File: config.mk
export PLATFORM = sky130hd
export DESIGN_NAME = pdiv_out_bank
export DESIGN_NICKNAME = d
export VERILOG_FILES = /design/src/rtl/pdiv_pkg.sv /design/src/rtl/pdiv_count.sv /design/src/rtl/pdiv_toggle.sv /design/src/rtl/pdiv_gate.sv /design/src/rtl/pdiv_out_bank.sv
export SDC_FILE = /design/constraint.sdc
export NUM_CORES = 1
export LEC_CHECK = 0
export BUFFER_PORTS_ARGS = -buffer_cell sky130_fd_sc_hd__buf_2
export CAP_MARGIN = 10
export CELL_PAD_IN_SITES_DETAIL_PLACEMENT = 1
export CELL_PAD_IN_SITES_GLOBAL_PLACEMENT = 1
export CORE_MARGIN = 3
export CORE_UTILIZATION = 44
export DETAILED_ROUTE_END_ITERATION = 10
export PLACE_DENSITY = 0.82
export SLEW_MARGIN = 20
export SYNTH_ARGS = -nofsm -noshare
export SYNTH_HDL_FRONTEND = slang
export SYNTH_HIERARCHICAL = 1
export SYNTH_SLANG_ARGS = --single-unit
File: constraint.sdc
create_clock -name clk_src -period 6.96 [get_ports clk_src]
set_input_delay 0 -clock clk_src [delete_from_list [all_inputs] [get_ports clk_src]]
set_output_delay 0 -clock clk_src [all_outputs]
set_load 0.02 [all_outputs]
File: src/rtl/pdiv_pkg.sv
`timescale 1ns/1ps
package pdiv_pkg;

    localparam int unsigned PDIV_QW_DEFAULT = 10;

    typedef struct packed {
        logic tog;
    } tog_st_t;

    typedef struct packed {
        logic lvl;
    } gate_st_t;

endpackage

File: src/rtl/pdiv_count.sv
`timescale 1ns/1ps
module pdiv_count #(
    parameter int unsigned QW = 10
) (
    input  logic          clk,
    input  logic          rst_n,
    input  logic          run,
    input  logic [QW-1:0] div_q,
    input  logic          tog_q,
    output logic          term
);
    localparam int unsigned CW = QW + 1;

    typedef struct packed {
        logic [CW-1:0] cnt;
        logic [QW-1:0] ratio;
    } cnt_st_t;

    cnt_st_t       st_d, st_q;
    logic [CW-1:0] lim;

    always_comb begin
        st_d = st_q;
        lim  = {1'b0, st_q.ratio} + CW'(1);
        term = run && (st_q.cnt == lim);
        if (!run) begin
            st_d.cnt   = '0;
            st_d.ratio = div_q;
        end else if (term) begin
            st_d.cnt = '0;
            if (tog_q) begin
                st_d.ratio = div_q;
            end
        end else begin
            st_d.cnt = st_q.cnt + CW'(1);
        end
    end

    always_ff @(posedge clk or negedge rst_n) begin
        if (!rst_n) begin
            st_q <= '0;
        end else begin
            st_q <= st_d;
        end
    end

    a_r2_cnt_in_range: assert property (@(posedge clk) disable iff (!rst_n)
        st_q.cnt <= lim);

    a_r6_off_clears_count: assert property (@(posedge clk) disable iff (!rst_n)
        !run |=> st_q.cnt == '0);

    a_r4_ratio_held: assert property (@(posedge clk) disable iff (!rst_n)
        (run && !(term && tog_q)) |=> $stable(st_q.ratio));

endmodule

File: src/rtl/pdiv_toggle.sv
`timescale 1ns/1ps
module pdiv_toggle
    import pdiv_pkg::*;
(
    input  logic clk,
    input  logic rst_n,
    input  logic run,
    input  logic term,
    output logic tog_q,
    output logic tog_nx
);
    tog_st_t st_d, st_q;

    always_comb begin
        st_d = st_q;
        if (!run) begin
            st_d.tog = 1'b0;
        end else if (term) begin
            st_d.tog = ~st_q.tog;
        end
        tog_nx = st_d.tog;
        tog_q  = st_q.tog;
    end

    always_ff @(posedge clk or negedge rst_n) begin
        if (!rst_n) begin
            st_q <= '0;
        end else begin
            st_q <= st_d;
        end
    end

    a_r2_toggle_only_on_term: assert property (@(posedge clk) disable iff (!rst_n)
        (run && !term) |=> $stable(st_q.tog));

    a_r6_off_clears_toggle: assert property (@(posedge clk) disable iff (!rst_n)
        !run |=> !st_q.tog);

endmodule

File: src/rtl/pdiv_gate.sv
`timescale 1ns/1ps
module pdiv_gate
    import pdiv_pkg::*;
(
    input  logic clk,
    input  logic rst_n,
    input  logic run,
    input  logic out_en,
    input  logic out_inv,
    input  logic tog_nx,
    output logic clk_o
);
    gate_st_t st_d, st_q;

    always_comb begin
        st_d = st_q;
        if (run && out_en) begin
            st_d.lvl = tog_nx ^ out_inv;
        end else begin
            st_d.lvl = out_inv;
        end
        clk_o = st_q.lvl;
    end

    always_ff @(posedge clk or negedge rst_n) begin
        if (!rst_n) begin
            st_q <= '0;
        end else begin
            st_q <= st_d;
        end
    end

    a_r7_idle_when_gated: assert property (@(posedge clk) disable iff (!rst_n)
        (!out_en || !run) |=> clk_o == $past(out_inv));

endmodule

File: src/rtl/pdiv_out_bank.sv
`timescale 1ns/1ps
module pdiv_out_bank
    import pdiv_pkg::*;
#(
    parameter int unsigned QW = PDIV_QW_DEFAULT
) (
    input  logic          clk_src,
    input  logic          rst_n,
    input  logic [QW-1:0] div_q,
    input  logic          div_on,
    input  logic          out_en,
    input  logic          out_inv,
    output logic          clk_out
);
    logic term;
    logic tog_q;
    logic tog_nx;

    pdiv_count #(.QW(QW)) u_count (
        .clk   (clk_src),
        .rst_n (rst_n),
        .run   (div_on),
        .div_q (div_q),
        .tog_q (tog_q),
        .term  (term)
    );

    pdiv_toggle u_toggle (
        .clk    (clk_src),
        .rst_n  (rst_n),
        .run    (div_on),
        .term   (term),
        .tog_q  (tog_q),
        .tog_nx (tog_nx)
    );

    pdiv_gate u_gate (
        .clk     (clk_src),
        .rst_n   (rst_n),
        .run     (div_on),
        .out_en  (out_en),
        .out_inv (out_inv),
        .tog_nx  (tog_nx),
        .clk_o   (clk_out)
    );

    a_r8_follows_toggle: assert property (@(posedge clk_src) disable iff (!rst_n)
        (div_on && out_en && $stable(out_inv) && $past(div_on) && $past(out_en))
            |-> clk_out == (tog_q ^ out_inv));

endmodule

==> results.toml, run 1 <==
[yosys]
yosysTopAreaCell = "dfrtp_1"
synth_compound_area_share_pct = 33.8
synth_seq_area_share_pct = 32.1
synth_edf_count = 0
synth_top_family_by_area = "compound AO/OA/AOI/OAI gates"
async_flop_share_pct = 100
syn_area_um2 = 1790
synth_cells = 192
postSynthAreaPerCell_um2 = 9.33
synth_simple_gate_area_share_pct = 16.4
ys.flop_type = "dfrtp_1"
syn-num-nets = 209
synthAdderAreaFrac_pct = 1.40
synth.area.top_cells = "dfrtp_1, o211ai_1, xor2_1"
synthMuxAreaShare_pct = 0
ys_types = 44
synth.top_cell.area_share_pct = 32.1
synth_seq_cells = 23
yosys_warnings = 6
synth_xor_xnor_area_share_pct = 11.3

[power_and_ir_drop]
power-per-cell-area_nw_per_um2 = 204
vdd_drop_max_uv = 84.9
p_leak_nw = 0.704

[timing]
tightestPinTransition_ps = 819
finalSetupViolCount = 0
finalHoldViolCount = 0
max_freq_mhz = 255
layout_worst_path_cycle_share_pct = 56.2
slew-limit-headroom_pct = 45.0
min_period_ps = 3910
grt_setup_unrepaired = "false"
fin_worst_skew_ps = 6.06
drv_slew = 0
fin_setup_tns_ps = 0
whs_ps = 22.9

[floorplanning]
die_y_um = 69.8
die_area_um2 = 4870
placement_rows = 22
start_util_pct = 47.1
die_w_um = 69.8
core_area_um2 = 3800
ios = 16

[critical_path]
cp-start-kind = "flop"
crit_chain = "ha_1 -> a22oi_1 -> o21ai_1 -> nand2_1 -> and4b_1 -> xor2_1 -> and2_1 -> nand3_1 -> xnor2_1 -> dlygate4sd3_1"
path_class = "reg -> reg"
cp.required_ps = 7120
cp_slowest_stage_delay_ps = 680
startpoint = "u_count/st_q[0]$_DFFE_PN0P_"
reg2reg_from = "u_count/st_q[0]$_DFFE_PN0P_"
critPathArrivalTime_ps = 4080
crit_path_max_fanout = 12
cpMaxStageDelayCell = "o21ai_1"
crit_path_end_kind = "flop"

[global_route]
grt_pass1_wl_mm = 8.77
grt_pass1_vias = 1736
grt_max_degree = 24
grt_overflow = 0
track_usage_pct = 22.1
antenna_found_initial = 0

[finish]
drive_gt1_share_pct = 13.6
area_growth_pct = 8.67
final_util_pct = 51.2
final_cell_mix = "dfrtp_1, o211ai_1, buf_2"
final_common_cell = "dfrtp_1"
nets = 217
num_antenna_cells = 0

[clock_network]
htreeDepth = 1
clockRootBuffer = "clkbuf_8"
cts_made_buffers = 3
clock_path_buffers = 2
cts_setup_buffers = 0
cts.sinks = 23
worstSkewPairLatency_ps = 280
clk_pin_slew_ps = 100
cts_tree = "done"

[route]
wl_per_cell_um = 21.1
drc = 0
drt-vias-per-instance = 6.75
vias = 1668
drtAntennaViolNets = 0
firstDrtPassIters = 4
drtIter0Drc = 188
wirelength_mm = 5.21

[place]
dpl.hpwl_mm = 3.71
io_buffers = 15
place_congestion = 0.879

[outcome]
status = "completed"

[run]
maxCapViolCount = 0

[hold_path]
hp-class = "in -> reg"
min_from = "div_q[0]"
[metal layers]
layer  GRT usage (%)  wire length, um  up-vias
li1                -                -      777
met1            30.4             2320      839
met2            35.8             2600       48
met3            2.46              253        4
met4            7.23               40        0
met5               0                0        -
[kinds of logic after synthesis]
kind of cell	count (synthesis)
fa+ha+maj	2
flops	23
buf+inv	20
simple gates	47
compound gates	77
xor+xnor	23
[report_power, final]
part           total, mW  internal, mW  switching, mW  leakage (nW)
registers          0.157         0.142         0.0154         0.275
logic              0.147        0.0525         0.0941         0.407
clock network     0.0923        0.0407         0.0516        0.0217
total              0.396         0.235          0.161         0.704
[Yosys cell counts, types with 5 or more instances]
| master | n |
|---|---|
| a211oi_1 | 10 |
| a22o_1 | 10 |
| a31oi_1 | 10 |
| and2_1 | 11 |
| buf_2 | 5 |
| clkbuf_1 | 11 |
| dfrtp_1 | 23 |
| nand2_1 | 5 |
| nand3_1 | 6 |
| nand4_1 | 6 |
| o211ai_1 | 21 |
| o41ai_1 | 10 |
| xnor2_1 | 9 |
| xor2_1 | 14 |
[flip-flops by register name (all words and copies together), names as in the netlist]
| register | cells |
|---|---|
| u_gate/clk_o | 1 |
| u_count/st_q | 21 |
| u_toggle/tog_q | 1 |
[layout make-up]
| type | instances | area [um2] |
|---|---|---|
| fillers | 436 | 1850 |
| multi-input cells | 149 | 1130 |
| flip-flops and latches | 23 | 576 |
| repair buffers | 21 | 128 |
| well taps | 48 | 60.1 |
| clock buffers | 3 | 41.3 |
| clock inverters | 1 | 7.51 |
| inverters | 2 | 7.51 |
[final timing paths]
check,to,slack (ps),cells past startpoint
max reg2reg,u_gate/clk_o$_DFF_PN0_,3050,10
max in group asynchronous,u_count/st_q[13]$_DFF_PN0_,6330,2
min in group asynchronous,u_count/st_q[8]$_DFFE_PN0P_,240,2
min,u_count/st_q[0]$_DFFE_PN0P_,20,3
min reg2reg,u_count/st_q[10]$_DFF_PN0_,590,1
max,u_gate/clk_o$_DFF_PN0_,3050,10
[critical path: cells and delay by family (launching register included)]
kind                       cells  cell delay [ps]
DFF                            1              530
and+or+nand+nor                4             1120
AOI/OAI and AO/OA              2              850
xor gates and xnor gates       2              290
buffers and inverters          1              550
adders and majority gates      1              450
[what timing repair did]
item                                   in CTS  in global routing
hold buffers                                3                  0
endpoints found under the hold margin      24                  0
gates resized for setup                     0                  0
[stage by stage]
step	area (um2)	total power, mW	instances	worst slack (ps)
after detailed placement	1870	0.302	240	3600
after CTS	1950	0.395	247	3030
after global placement	1870	0.293	240	3900
final	1950	0.396	247	3050
after global routing	1950	0.418	247	2710
after floorplan	1790	0.260	192	4470
Power figures use the tool's default switching activity.
==> run 2, diff against run 1 <==
ABC_AREA = 1   (was not set)
CORE_UTILIZATION = 41   (was 44)
PLACE_DENSITY = 0.83   (was 0.82)
clock period = 3.7 ns   (was 6.96 ns; I/O delays follow)
==> run 2 against run 1 <==
Effect of this change: cell area down 8.9%; clock power rose by 76%; area after synthesis is 16% lower; first-iteration DRC count shrank 63%; global-route usage up 0.43 points; total power increased by 41%.
==> results.toml, run 2 <==
[global_route]
track_usage_pct = 22.5
antenna_found_initial = 0
grt_overflow = 0
grt_pass1_wl_mm = 7.42
grt_max_degree = 24
grt_pass1_vias = 1556

[floorplanning]
placement_rows = 21
die_w_um = 66.5
core_area_um2 = 3440
die_area_um2 = 4430
ios = 16
die_y_um = 66.5
start_util_pct = 43.7

[power_and_ir_drop]
p_leak_nw = 0.902
power-per-cell-area_nw_per_um2 = 316
totalPowerFinal_uw = 560
vdd_drop_max_uv = 211

[timing]
fin_worst_skew_ps = 3.72
finalSetupViolCount = 0
tightestPinTransition_ps = 538
fin_setup_tns_ps = 0
setup_ws_ps = 800
finalHoldViolCount = 0
slew-limit-headroom_pct = 64.1
min_period_ps = 2900
layout_worst_path_cycle_share_pct = 78.4
whs_ps = 121
grt_setup_unrepaired = "false"
max_freq_mhz = 345
drv_slew = 0

[yosys]
synth.top_cell.area_share_pct = 38.3
synth_edf_count = 0
netlist_top_cells_count = "nand2_1, nand3_1, inv_1, nor2_1, dfrtp_1"
synth_xor_xnor_area_share_pct = 4.08
ys_types = 22
synth_compound_area_share_pct = 1.58
yosysTopAreaCell = "dfrtp_1"
synth_seq_cells = 23
synthAdderAreaFrac_pct = 1.67
synth_cells = 219
yosys_warnings = 6
synth_simple_gate_area_share_pct = 43.9
synth_top_family_by_area = "simple AND/OR/NAND/NOR gates"
syn-num-nets = 236
ys.flop_type = "dfrtp_1"
async_flop_share_pct = 100
synth_most_common_cell = "nand2_1"
syn_area_um2 = 1500
synth_seq_area_share_pct = 38.3
synth.area.top_cells = "dfrtp_1, nand2_1, nand3_1"
postSynthAreaPerCell_um2 = 6.86
synthMuxAreaShare_pct = 0

[finish]
largest_reg_flops = 21
final_common_cell = "nand2_1"
drive_gt1_share_pct = 13.1
top_register = "u_count/st_q"
final_util_pct = 51.5
nets = 263
area_growth_pct = 18.0
final_cell_mix = "nand2_1, nand3_1, inv_1"
fillCellCount = 475
num_antenna_cells = 0

[critical_path]
crit_path_end_kind = "flop"
cp_slowest_stage_delay_ps = 550
critPathBufInv = 2
reg2reg_from = "u_count/st_q[0]$_DFFE_PN0P_"
cp_num_cells = 15
rrSetupSlack_ps = 800
cpMaxStageDelayCell = "dlygate4sd3_1"
r2r_cells = 15
startpoint = "u_count/st_q[0]$_DFFE_PN0P_"
cp.required_ps = 3860
worstReg2RegEnd = "u_gate/clk_o$_DFF_PN0_"
critPathArrivalTime_ps = 3060
cp-start-kind = "flop"
crit_chain = "ha_1 -> nand3_1 -> inv_1 -> nand2_2 -> o21ai_2 -> nand2_1 -> nor2_2 -> nand3_2 -> nor2_1 -> nor2_1 -> nor2_1 -> nand3_1 -> nand2_1 -> nand2_1 -> dlygate4sd3_1"
crit_path_max_fanout = 10
worstSetupEndpoint = "u_gate/clk_o$_DFF_PN0_"
cp_top_family = "simple AND/OR/NAND/NOR gates"
path_class = "reg -> reg"

[outcome]
status = "completed"

[clock_network]
clk_pin_slew_ps = 90
cts_tree = "done"
worstSkewPairLatency_ps = 270
clock_path_buffers = 2
clockRootBuffer = "clkbuf_8"
holdBufCountCts = 13
htreeDepth = 1
post_cts_resized = 0
cts_setup_buffers = 0
cts.sinks = 23
cts_made_buffers = 3

[route]
wl_per_cell_um = 14.9
vias = 1469
drt-vias-per-instance = 5.05
firstDrtPassIters = 4
drtAntennaViolNets = 0
drc = 0
drtIter0Drc = 70
wirelength_mm = 4.33

[place]
io_buffers = 15
dp_slack_ps = 1390
dpl.hpwl_mm = 2.85
place_congestion = 0.799

[run]
maxCapViolCount = 0

[hold_path]
hp-class = "in -> reg"
-- run 2: cell count changes after synthesis, sizes merged, moves of 7 or more --
cell / change
a22o: -10
a211oi: -10
o211ai: -21
o41ai: -10
inv: +31
nor2: +29
nand2: +61
xor2: -9
and2: -11
clkbuf: -10
nand3: +33
a31oi: -10
xnor2: -7
-- run 2: cell type report --
cell class / instances / area [um2] / area share, %
multi-input cells: 158 / 769 / 43.4
flip-flops and latches: 23 / 576 / 32.5
repair buffers: 28 / 205 / 11.6
inverters: 32 / 120 / 6.77
well taps: 46 / 57.6 / 3.25
clock buffers: 4 / 45.0 / 2.54
-- run 2: cell families after synthesis --
family          count (synthesis)
simple gates                  145
buf+inv                        38
flops                          23
xor+xnor                        7
compound gates                  4
fa+ha+maj                       2
-- run 2: where the power goes --
group | switching (mW) | leakage [nW] | internal [mW]
registers | 0.0240 | 0.306 | 0.266
clock network | 0.0850 | 0.0228 | 0.0771
logic | 0.0639 | 0.573 | 0.0444
-- run 2: worst min-delay path by stage --
stage | start | endpoint | slack (ps) | cells past startpoint
6_report | div_on | u_toggle/tog_q$_DFF_PN0_ | 120 | 3
5_1_grt | div_on | u_toggle/tog_q$_DFF_PN0_ | 150 | 3
4_1_cts | div_on | u_toggle/tog_q$_DFF_PN0_ | 130 | 3
3_5_place_dp | rst_n | u_count/st_q[17]$_DFF_PN0_ | 20 | 1
3_3_place_gp | rst_n | u_count/st_q[18]$_DFF_PN0_ | 10 | 1
2_1_floorplan | rst_n | u_count/st_q[0]$_DFFE_PN0P_ | -300 | 0
-- run 2: layer usage --
layer,vias to the layer above,track usage (%),part of all wire [%]
li1,733,-,-
met1,714,29.7,47
met2,16,37.4,50
met3,6,3.04,2.0
met4,0,7.87,1.5
met5,-,0,0
-- run 2: worst reg2reg max path: stages, from the launching register on --
cell and delay, ps:
dfrtp_1 540, ha_1 270, nand3_1 130, inv_1 110, nand2_2 70, o21ai_2 110
nand2_1 90, nor2_2 160, nand3_2 120, nor2_1 160, nor2_1 70, nor2_1 170
nand3_1 110, nand2_1 90, nand2_1 60, dlygate4sd3_1 550
-- run 2: stage by stage --
step	cells	cell area, um2
2_1_floorplan	219	1500
3_3_place_gp	274	1600
3_5_place_dp	274	1600
4_1_cts	291	1770
5_1_grt	291	1770
6_report	291	1770
==> run 3, diff against run 2 <==
ABC_AREA = 0   (was 1)
CORE_UTILIZATION = 44   (was 41)
PLACE_DENSITY = 0.82   (was 0.83)
clock period = 3 ns   (was 3.7 ns; I/O delays follow)
==> run 3 against run 2 <==
Effect of this change: final cell count is 14% lower; total power is 64% higher; clock skew hardly changed; wire length is 24% higher; first-iteration DRC count is 66% higher; via count is 15% higher; sequential power is 26% higher; clock power is 19% higher; sequential share of layout area is 3.4 points lower; critical path depth is 5 lower; largest cell class unchanged.
==> results.toml, run 3 (synthesized netlist as in run 1, its figures left out) <==
[outcome]
status = "completed"

[global_route]
track_usage_pct = 22.3
grt_overflow = 0
antenna_found_initial = 0
grt_pass1_vias = 1838
grt_max_degree = 24
grt_pass1_wl_mm = 8.96

[clock_network]
clock_path_buffers = 2
cts_made_buffers = 3
cts_tree = "done"
htreeDepth = 1
clk_pin_slew_ps = 80
cts_setup_buffers = 0
worstSkewPairLatency_ps = 260
cts.sinks = 23
clockRootBuffer = "clkbuf_8"

[timing]
min_period_ps = 2850
fin_worst_skew_ps = 3.38
finalHoldViolCount = 0
grt_setup_unrepaired = "false"
whs_ps = 40.7
max_freq_mhz = 350
drv_slew = 0
layout_worst_path_cycle_share_pct = 95.1
slew-limit-headroom_pct = 52.5
fin_setup_tns_ps = 0
tightestPinTransition_ps = 709
finalSetupViolCount = 0

[power_and_ir_drop]
p_leak_nw = 0.721
p_sw_share_pct = 39.3
power-per-cell-area_nw_per_um2 = 463
clockPowerShare_pct = 21.0
p_seq_share_pct = 39.9
switching_power_uw = 360
pwr-share-comb_pct = 39.1
vdd_drop_max_uv = 234
p_int_uw = 556

[hold_path]
hp-class = "in -> reg"

[finish]
num_antenna_cells = 0
fin_cells = 249
largest_reg_flops = 21
nets = 219
area_growth_pct = 10.5
top_register = "u_count/st_q"
drive_gt1_share_pct = 15.4
fillCellCount = 444
final_common_cell = "dfrtp_1"
final_cell_mix = "dfrtp_1, o211ai_1, buf_2"

[floorplanning]
ios = 16
placement_rows = 22
start_util_pct = 47.1
die_w_um = 69.8
die_area_um2 = 4870
die_y_um = 69.8
core_area_um2 = 3800

[route]
wl_per_cell_um = 21.7
vias = 1694
drtAntennaViolNets = 0
drt-vias-per-instance = 6.80
firstDrtPassIters = 4
drtIter0Drc = 116
drc = 0
wirelength_mm = 5.39

[critical_path]
cp_slowest_stage_delay_ps = 510
cp.required_ps = 3160
critPathArrivalTime_ps = 3010
crit_chain = "ha_4 -> or3b_1 -> a211o_1 -> a21o_2 -> nand2_1 -> and4b_1 -> xor2_1 -> and2_1 -> nand3_1 -> xnor2_1"
rrSetupSlack_ps = 150
path_class = "reg -> reg"
crit_path_max_fanout = 11
crit_path_end_kind = "flop"
cp-start-kind = "flop"
cpMaxStageDelayCell = "dfrtp_1"

[place]
io_buffers = 15
dpl.hpwl_mm = 3.68
place_congestion = 0.880
dp.cells = 242

[run]
maxCapViolCount = 0
## run 3: cell count changes in the layout (fill, tap and decap cells not counted), sizes merged, moves of 11 or more
cell / change
and2: +11
inv: -31
nand2: -61
nand3: -33
nor2: -29
o211ai: +21
## run 3: worst max-delay path: cells and delay by family (launching register included)
| family | cells | cell delay, ps |
|---|---|---|
| fa+ha+maj | 1 | 270 |
| compound gates | 2 | 660 |
| xor+xnor | 2 | 290 |
| flops | 1 | 510 |
| simple gates | 5 | 1030 |
## run 3: power groups by stage
stage	Combinational, mW	Clock [mW]	Sequential [mW]
after floorplan	0.249	0	0.355
after global placement	0.313	0	0.366
after detailed placement	0.333	0	0.368
after CTS	0.340	0.201	0.363
after global routing	0.387	0.214	0.369
final	0.359	0.192	0.365
## run 3: cell type report
cell class	instances	area, um2	share of cell area (%)
multi-input combinational	149	1150	58.0
sequential	23	576	29.1
timing repair buffer	23	143	7.21
tap	48	60.1	3.04
clock buffer	4	45.0	2.28
inverter	2	7.51	0.380
## run 3: repair_timing
| item | in CTS | in global routing |
|---|---|---|
| setup endpoints to repair | 0 | 1 |
| hold buffers | 3 | 0 |
| resized for setup | 0 | 3 |
| hold endpoints to repair | 24 | 0 |
## run 3: path summary, 6_finish.rpt
| kind | startpoint | to | cells past startpoint |
|---|---|---|---|
| setup / recovery | u_count/st_q[0]$_DFFE_PN0P_ | u_gate/clk_o$_DFF_PN0_ | 10 |
| hold / removal | div_q[6] | u_count/st_q[6]$_DFFE_PN0P_ | 3 |
| setup reg to reg | u_count/st_q[0]$_DFFE_PN0P_ | u_gate/clk_o$_DFF_PN0_ | 10 |
| hold reg to reg | u_count/st_q[10]$_DFF_PN0_ | u_count/st_q[10]$_DFF_PN0_ | 1 |
| max in group asynchronous | rst_n | u_count/st_q[16]$_DFF_PN0_ | 2 |
| min in group asynchronous | rst_n | u_count/st_q[2]$_DFFE_PN0P_ | 2 |
## run 3: routing by layer
metal  up-vias  wire length [um]  GRT usage, %
met1       855              2370          29.1
met4         0               126          6.81
li1        779                 -             -
met3        12               209          3.48
met2        48              2690          37.7
met5         -                 0             0
## run 3: stage by stage
stage / setup WS, ps / utilization, % / power [mW] / instance area (um2)
2_1_floorplan: 509 / - / 0.604 / 1790
3_3_place_gp: 237 / 49.5 / 0.679 / 1880
3_5_place_dp: 103 / 49.5 / 0.701 / 1880
4_1_cts: 61.9 / 51.5 / 0.904 / 1960
5_1_grt: 20.1 / 52.1 / 0.970 / 1980
6_report: 146 / 52.1 / 0.916 / 1980
